File: config.mk
export PLATFORM = sky130hd
export DESIGN_NAME = ixreg_port
export DESIGN_NICKNAME = d
export VERILOG_FILES = /design/src/rtl/ixp_pkg.sv /design/src/rtl/ixp_store.sv /design/src/rtl/ixp_ctrl_regs.sv /design/src/rtl/ixp_flag_reg.sv /design/src/rtl/ixreg_port.sv
export SDC_FILE = /design/constraint.sdc
export NUM_CORES = 1
export LEC_CHECK = 0
export BUFFER_PORTS_ARGS = -buffer_cell sky130_fd_sc_hd__buf_2
export CORE_ASPECT_RATIO = 0.75
export CORE_UTILIZATION = 31
export DETAILED_ROUTE_END_ITERATION = 7
export PLACE_DENSITY = 0.47
export SYNTH_ARGS = -nofsm -noshare
export SYNTH_HDL_FRONTEND = slang
export SYNTH_SLANG_ARGS = --single-unit
File: constraint.sdc
create_clock -name clk -period 2.55 [get_ports clk]
set_clock_uncertainty 0.1 [all_clocks]
set_input_delay 0.51 -clock clk [delete_from_list [all_inputs] [get_ports clk]]
set_output_delay 0.51 -clock clk [all_outputs]
set_load 0.05 [all_outputs]
File: src/rtl/ixp_pkg.sv
package ixp_pkg;

  localparam int DW = 8;

  // control byte positions inside the index space
  localparam int IX_RATE  = 10;
  localparam int IX_MODE  = 11;
  localparam int IX_FLAGS = 12;
  localparam int IX_STAT  = 13;

  localparam logic [DW-1:0] RATE_RST  = 8'h26;
  localparam logic [DW-1:0] MODE_RST  = 8'h02;
  localparam logic [DW-1:0] FLAGS_RST = 8'h00;
  localparam logic [DW-1:0] STAT_VAL  = 8'h80;
  localparam logic [DW-1:0] EVEN_READ = 8'hFF;

  localparam int BUSY_BIT  = 7;
  localparam int SETM_BIT  = 7;
  localparam int UEND_BIT  = 4;

  localparam int NSRC = 3;

  typedef enum logic [2:0] {
    K_STORE,
    K_RATE,
    K_MODE,
    K_FLAGS,
    K_STAT
  } kind_e;

  // OR pattern contributed by each event source
  function automatic logic [DW-1:0] src_code(input int i);
    case (i)
      0:       return 8'hC0;
      1:       return 8'hA0;
      default: return 8'h90;
    endcase
  endfunction

endpackage

File: src/rtl/ixp_store.sv
module ixp_store #(
  parameter int IDX_W = 7,
  parameter int DW    = 8
) (
  input  logic             clk,
  input  logic             we,
  input  logic [IDX_W-1:0] addr,
  input  logic [DW-1:0]    wdata,
  output logic [DW-1:0]    rdata
);
  localparam int DEPTH = 1 << IDX_W;

  logic [DW-1:0] mem [DEPTH];

  always_ff @(posedge clk) begin
    if (we) mem[addr] <= wdata;
  end

  assign rdata = mem[addr];
endmodule

File: src/rtl/ixp_ctrl_regs.sv
module ixp_ctrl_regs
  import ixp_pkg::*;
(
  input  logic          clk,
  input  logic          rst_n,
  input  logic          wr_rate,
  input  logic          wr_mode,
  input  logic [DW-1:0] wdata,
  input  logic          uip_set,
  input  logic          uip_clr,
  output logic [DW-1:0] rate_q,
  output logic [DW-1:0] mode_q
);
  logic          busy_n;
  logic [DW-1:0] mode_n;
  logic [DW-1:0] rate_n;
  logic          entering_set;

  assign entering_set = wr_mode && wdata[SETM_BIT];

  always_comb begin
    if (entering_set)   busy_n = 1'b0;
    else if (uip_clr)   busy_n = 1'b0;
    else if (uip_set)   busy_n = 1'b1;
    else                busy_n = rate_q[BUSY_BIT];

    rate_n = rate_q;
    if (wr_rate) rate_n = wdata;
    rate_n[BUSY_BIT] = busy_n;

    mode_n = mode_q;
    if (wr_mode) begin
      mode_n = wdata;
      if (wdata[SETM_BIT]) mode_n[UEND_BIT] = 1'b0;
    end
  end

  always_ff @(posedge clk) begin
    if (!rst_n) begin
      rate_q <= RATE_RST;
      mode_q <= MODE_RST;
    end else begin
      rate_q <= rate_n;
      mode_q <= mode_n;
    end
  end
endmodule

File: src/rtl/ixp_flag_reg.sv
module ixp_flag_reg
  import ixp_pkg::*;
(
  input  logic            clk,
  input  logic            rst_n,
  input  logic [NSRC-1:0] src_pulse,
  input  logic            rd_clear,
  output logic [DW-1:0]   flags_q,
  output logic            irq_q
);
  logic [DW-1:0] set_bits [NSRC+1];

  assign set_bits[0] = '0;

  genvar g;
  generate
    for (g = 0; g < NSRC; g++) begin : g_src
      assign set_bits[g+1] = set_bits[g] | (src_pulse[g] ? src_code(g) : '0);
    end
  endgenerate

  logic          any_set;
  logic [DW-1:0] flags_n;
  logic          irq_n;

  always_comb begin
    any_set = |src_pulse;
    flags_n = (rd_clear ? FLAGS_RST : flags_q) | set_bits[NSRC];
    if (any_set)       irq_n = 1'b1;
    else if (rd_clear) irq_n = 1'b0;
    else               irq_n = irq_q;
  end

  always_ff @(posedge clk) begin
    if (!rst_n) begin
      flags_q <= FLAGS_RST;
      irq_q   <= 1'b0;
    end else begin
      flags_q <= flags_n;
      irq_q   <= irq_n;
    end
  end
endmodule

File: src/rtl/ixreg_port.sv
module ixreg_port
  import ixp_pkg::*;
#(
  parameter int IDX_W = 7
) (
  input  logic          clk,
  input  logic          rst_n,
  input  logic          req_valid,
  output logic          req_ready,
  input  logic          req_write,
  input  logic          req_sel,
  input  logic [DW-1:0] req_wdata,
  output logic          rsp_valid,
  input  logic          rsp_ready,
  output logic [DW-1:0] rsp_data,
  input  logic          flag_periodic,
  input  logic          flag_alarm,
  input  logic          flag_update,
  input  logic          uip_set,
  input  logic          uip_clr,
  output logic [DW-1:0] ctrl_a,
  output logic [DW-1:0] ctrl_b,
  output logic          irq
);
  logic [IDX_W-1:0] idx_q;
  logic             take;
  logic             take_rd;
  logic             take_wr;
  kind_e            kind;
  logic [DW-1:0]    store_rd;
  logic [DW-1:0]    flags_q;
  logic [DW-1:0]    rd_mux;
  logic             rsp_valid_q;
  logic [DW-1:0]    rsp_data_q;

  assign req_ready = !rsp_valid_q || rsp_ready;
  assign take      = req_valid && req_ready;
  assign take_rd   = take && !req_write;
  assign take_wr   = take && req_write;

  // index latch
  always_ff @(posedge clk) begin
    if (!rst_n)                   idx_q <= '0;
    else if (take_wr && !req_sel) idx_q <= req_wdata[IDX_W-1:0];
  end

  // classify the latched index
  always_comb begin
    if      (idx_q == IDX_W'(IX_RATE))  kind = K_RATE;
    else if (idx_q == IDX_W'(IX_MODE))  kind = K_MODE;
    else if (idx_q == IDX_W'(IX_FLAGS)) kind = K_FLAGS;
    else if (idx_q == IDX_W'(IX_STAT))  kind = K_STAT;
    else                                kind = K_STORE;
  end

  ixp_store #(.IDX_W(IDX_W), .DW(DW)) u_store (
    .clk   (clk),
    .we    (take_wr && req_sel && kind == K_STORE),
    .addr  (idx_q),
    .wdata (req_wdata),
    .rdata (store_rd)
  );

  ixp_ctrl_regs u_ctrl (
    .clk     (clk),
    .rst_n   (rst_n),
    .wr_rate (take_wr && req_sel && kind == K_RATE),
    .wr_mode (take_wr && req_sel && kind == K_MODE),
    .wdata   (req_wdata),
    .uip_set (uip_set),
    .uip_clr (uip_clr),
    .rate_q  (ctrl_a),
    .mode_q  (ctrl_b)
  );

  ixp_flag_reg u_flags (
    .clk       (clk),
    .rst_n     (rst_n),
    .src_pulse ({flag_update, flag_alarm, flag_periodic}),
    .rd_clear  (take_rd && req_sel && kind == K_FLAGS),
    .flags_q   (flags_q),
    .irq_q     (irq)
  );

  always_comb begin
    if (!req_sel) rd_mux = EVEN_READ;
    else begin
      case (kind)
        K_RATE:  rd_mux = ctrl_a;
        K_MODE:  rd_mux = ctrl_b;
        K_FLAGS: rd_mux = flags_q;
        K_STAT:  rd_mux = STAT_VAL;
        default: rd_mux = store_rd;
      endcase
    end
  end

  // response channel
  always_ff @(posedge clk) begin
    if (!rst_n) begin
      rsp_valid_q <= 1'b0;
      rsp_data_q  <= '0;
    end else if (take_rd) begin
      rsp_valid_q <= 1'b1;
      rsp_data_q  <= rd_mux;
    end else if (rsp_ready) begin
      rsp_valid_q <= 1'b0;
    end
  end

  assign rsp_valid = rsp_valid_q;
  assign rsp_data  = rsp_data_q;
endmodule

Word level (Yosys, flattened, before mapping):

Memory sizes are Yosys's and may differ from the RTL's. A register that Yosys moved wholly into a read port is not among the register bits.
Index checks and enable logic that the tools add are counted.

* register bits: 41
* RAM bits: 1024
* input port bits: 19
* logic and storage cells: 60
* memories kept: 1

Memories
* u_store.mem: words 128, bits a word 8, read ports 1, clocked after memory_dff 1, wr ports 1, line ixp_store.sv:13 `logic [DW-1:0] mem [DEPTH];`

* equality and inequality tests: 8
* multiplexer cells: 19
* bitwise operators: 4
* reduce and logical (&&, ||, !) cells: 20

Operators by type and width (count)
* $mux W8: 5
* $pmux W8 S4: 1
* $eq A7 B4 Y1 const B: 4
* $or A8 B8 Y8: 3
* $mux W7: 2
* $mux W3: 4
* $logic_and A1 B1 Y1: 11
* $mux W1: 7
* $eq A3 B2 Y1 const B: 2
* $reduce_or A3 Y1: 2
* $reduce_bool A2 Y1: 2
* $eq A3 B1 Y1 const B: 1
* $eq A3 B3 Y1 const B: 1
* $logic_not A1 Y1: 3
* $logic_not A3 Y1: 1
* $logic_or A1 B1 Y1: 1
* $not A1 Y1: 1

Logic depth before layout (Yosys ltp):

* depth after elaboration: 9
* gate-level depth with buffers: 11

Cells and area by module:

Synthesis repeated with hierarchy kept, for this count alone.

* cells, all modules: 2656
* area, all modules: 42081.6 um^2

Modules (own cells, without submodules)
* ixp_store: times used 1, cells an instance 2467, area an instance 40273.6 um^2, seq. area each 30749.5 um^2
* ixreg_port: times used 1, cells an instance 115, area an instance 967.2 um^2, seq. area each 320.3 um^2
* ixp_ctrl_regs: times used 1, cells an instance 53, area an instance 618.1 um^2, seq. area each 320.3 um^2
* ixp_flag_reg: times used 1, cells an instance 21, area an instance 222.7 um^2, seq. area each 100.1 um^2

Worst setup path after synthesis:

Ideal clock, no wire load.

* path type: register to register
* start point: reg rsp_valid_q (netlist: rsp_valid)
* end point: mem u_store.mem[127][0], enable pin
* arrival time: 2296 ps
* data required time: 2079 ps
* path slack: -216 ps
* cell stages (with the launch flop): 8
* path buffers: 1
* period minus slack after synthesis: 2766 ps
* cells stage by stage: dfxtp_1 -> nor2b_1 -> inv_1 -> nand4_1 -> nor2_1 -> nand3_1 -> clkbuf_1 -> nor2_1

* cells in the longest elaborated chain, start to end: 8

RTL lines
* start, declared: line ixreg_port.sv:33 `logic rsp_valid_q;`
* start signal, assigned: line ixreg_port.sv:101 `rsp_valid_q <= 1'b0;`
* start signal, assigned: line ixreg_port.sv:104 `rsp_valid_q <= 1'b1;`
* start signal, assigned: line ixreg_port.sv:107 `rsp_valid_q <= 1'b0;`
* $logic_not A1 Y1: line ixreg_port.sv:36 `assign req_ready = !rsp_valid_q || rsp_ready;`
* $logic_or A1 B1 Y1: line ixreg_port.sv:36
* named net req_ready: line ixreg_port.sv:9 `output logic req_ready,`
* $logic_and A1 B1 Y1: line ixreg_port.sv:37 `assign take = req_valid && req_ready;`
* $logic_and A1 B1 Y1: line ixreg_port.sv:39 `assign take_wr = take && req_write;`
* $logic_and A1 B1 Y1 (2 in series): line ixreg_port.sv:58 `.we (take_wr && req_sel && kind == K_STORE),`
* $mux W1: line ixp_store.sv:16 `if (we) mem[addr] <= wdata;`
* $mux W1 (implied by the code): line ixp_store.sv:16
* end, declared: line ixp_store.sv:13

The timed path passes the listed nets, and every way through them passes these cells.

==> metrics.txt <==
initial antenna violation count=2; Design Power=37.1 mW; setup_tns=-816 ps; die footprint=135000 sq um; most common cell in the synthesized netlist=edfxtp_1; root buf cell=clkbuf_16; Slew Limit Fails=0; Die W=424 um; final setup fails=8; Post-Synth Adder-Cell Area=0%; sw frac=21.1%; Final Critical Period=2730 ps; all-layer global routing usage=17.1%; post-route cell area=51000 sq um; antenna violation net count after detailed routing=0; vias in the first global route=21800; Combinational Power Share=4.7%; GRT Residual Overflow=0; Reg power frac=52.1%; PD cells=727 nW/um^2; top cells by area, synth=edfxtp_1, mux4_2, dfxtp_1; global-route wire length before repair=165000 um; Worst Slack Setup Final=-176 ps; Main synth FF type=edfxtp_1; ys async rst share=0%; CORE AREA=132000 sq um; Clock Latency Late Sink=730 ps; number of synthesized flops with an enable pin=1024; Netlist cell types=60; CP Class=reg2reg; Initial Util=31.4%; number of port buffers=45; area share of xor/xnor cells in the synthesized design=0.0212%; critical path capture point type=flop; Layout Nets=2433; Yosys top cell by area=edfxtp_1; Area Overhead vs Synth=23.3%; GPL Wtd Cong=0.824; simple-gate share of the synthesized area=3.11%; Crit path arrival time=3230 ps; RSZ-0062 raised after global routing=true; Hold Vio Cnt, Final=0; synthesized instance count=1965; TritonCTS buffer count=104; TritonRoute pass-1 iters=7; largest net degree at the start of global routing=63; yosys warns=0; Via Count=21500; Max clock buf depth=3; share of layout cells above drive strength 1=38.8%; hold_ws=90.0 ps; top post-synthesis cells by count=edfxtp_1, mux4_2, nor2_1; Rows=115; Max Freq=367 MHz; main combinational cell family by area after synthesis=multiplexers; status=finished, violations left; Setup WS pre-CTS=-370 ps; failing checks=setup timing; total of max-cap violations=0; critical path fanouts, max=7; VDD IR max=541 uV; WL final=115000 um; Critical Path RT=3050 ps; post-synthesis compound-gate area fraction=3.13%; routed len/inst=27.2 um; clock network power share=43.2%; sequential area share after synthesis=76.5%; Relative slew margins=38.1%; post-synthesis mux area share=15.6%; Avg Inst Size Synth=21.1 sq um; Hold Crit Class=in2reg; clock tree from TritonCTS=done; Syn Std Cell Area=41400 sq um; post-route DRC violation count=0; switching pwr=7.80 mW; static leakage=16.1 nW; IO Pins=46; 1st-iter DRT viols=2122; top-area cell type share of the netlist area=74.3%; Die Y=318 um; Post-DP Area=46400 sq um; Worst-path clk slew=70 ps; Via density=5.07; hpwl dp=76000 um; FF+latch count, synth=1068; final worst path period share=107%; worst slew pin tran=925 ps; CTS sink cnt=1068; internal power=29.3 mW; crit start category=flop; H-Tree Depth=3
## critical path, cell delays in order (launching register included)
cell and delay [ps]:
dfxtp_4 370, buf_12 170, buf_12 130, clkbuf_16 150, mux4_2 480, nor2b_1 140, a211o_1 340, a221o_1 450
o21ai_2 160, o211ai_1 100
## layer usage
| metal | share of wire, % | wire, um | global-route usage (%) |
|---|---|---|---|
| met5 | 0 | 0 | 0 |
| met4 | 1.8 | 2080 | 3.39 |
| met1 | 47 | 54600 | 26.0 |
| met2 | 45 | 51900 | 25.3 |
| met3 | 6.0 | 6940 | 3.62 |
## registers in the layout, indices dropped and copies added (netlist names), named ones only
name / cells
u_ctrl.rate_q: 8
rsp_data: 8
u_flags.irq_q: 1
u_flags.flags_q: 4
u_ctrl.mode_q: 8
u_store.mem: 1024
rsp_valid: 1
idx_q: 7
## layout by cell type (no fill, tap or decap), types with 40 or more instances in the layout
cell type / count
buf_12: 48
buf_4: 309
clkbuf_16: 109
dfxtp_1: 40
edfxtp_1: 1024
mux4_2: 262
nor2_1: 76
nor2_2: 65
## cell type report
cell class                      instances  area [sq um]
Sequential cell                      1068         31600
Clock inverter                         52           651
Clock buffer                          137          2860
Multi-Input combinational cell        810          9600
Inverter                                7          26.3
Fill cell                           11900         80800
Tap cell                             1755          2200
Antenna cell                            1          2.50
Timing Repair Buffer                  423          4010
## timing repair
action	in CTS	in global routing
setup endpoints to repair	13	151
endpoints found under the hold margin	5	0
hold buffers	3	0
cloned	5	3
pin swaps	18	24
gates resized for setup	58	53
setup buffers	18	20
## per-stage QoR
step | util [%] | cells
detailed placement | 35.2 | 4017
global route | 38.7 | 4252
finish | 38.7 | 4253
CTS | 38.4 | 4231
floorplan | - | 1996
global placement | 35.2 | 4017
## power groups by stage
stage | Combinational, mW | Sequential [mW] | Clock, mW
finish | 1.74 | 19.3 | 16.0
global route | 1.84 | 19.3 | 17.0
CTS | 1.72 | 19.3 | 16.3
detailed placement | 1.62 | 19.7 | 0
global placement | 1.60 | 19.7 | 0
floorplan | 0.654 | 19.7 | 0
## worst paths after layout
| path | cells after the start | slack (ps) | startpoint | end |
|---|---|---|---|---|
| max | 9 | -180 | flop | rsp_data[1] |
| min | 4 | 90 | uip_clr | u_ctrl.rate_q[7] |
| max reg2reg | 9 | -180 | flop | rsp_data[1] |
| min reg2reg | 2 | 370 | u_flags.irq_q | u_flags.irq_q |
## cells by family after synthesis
group | Yosys count
compound gates | 187
xor+xnor | 1
buf+inv | 118
flops | 1068
mux | 315
other cells | 1
simple gates | 275
Power figures use the tool's default switching activity.
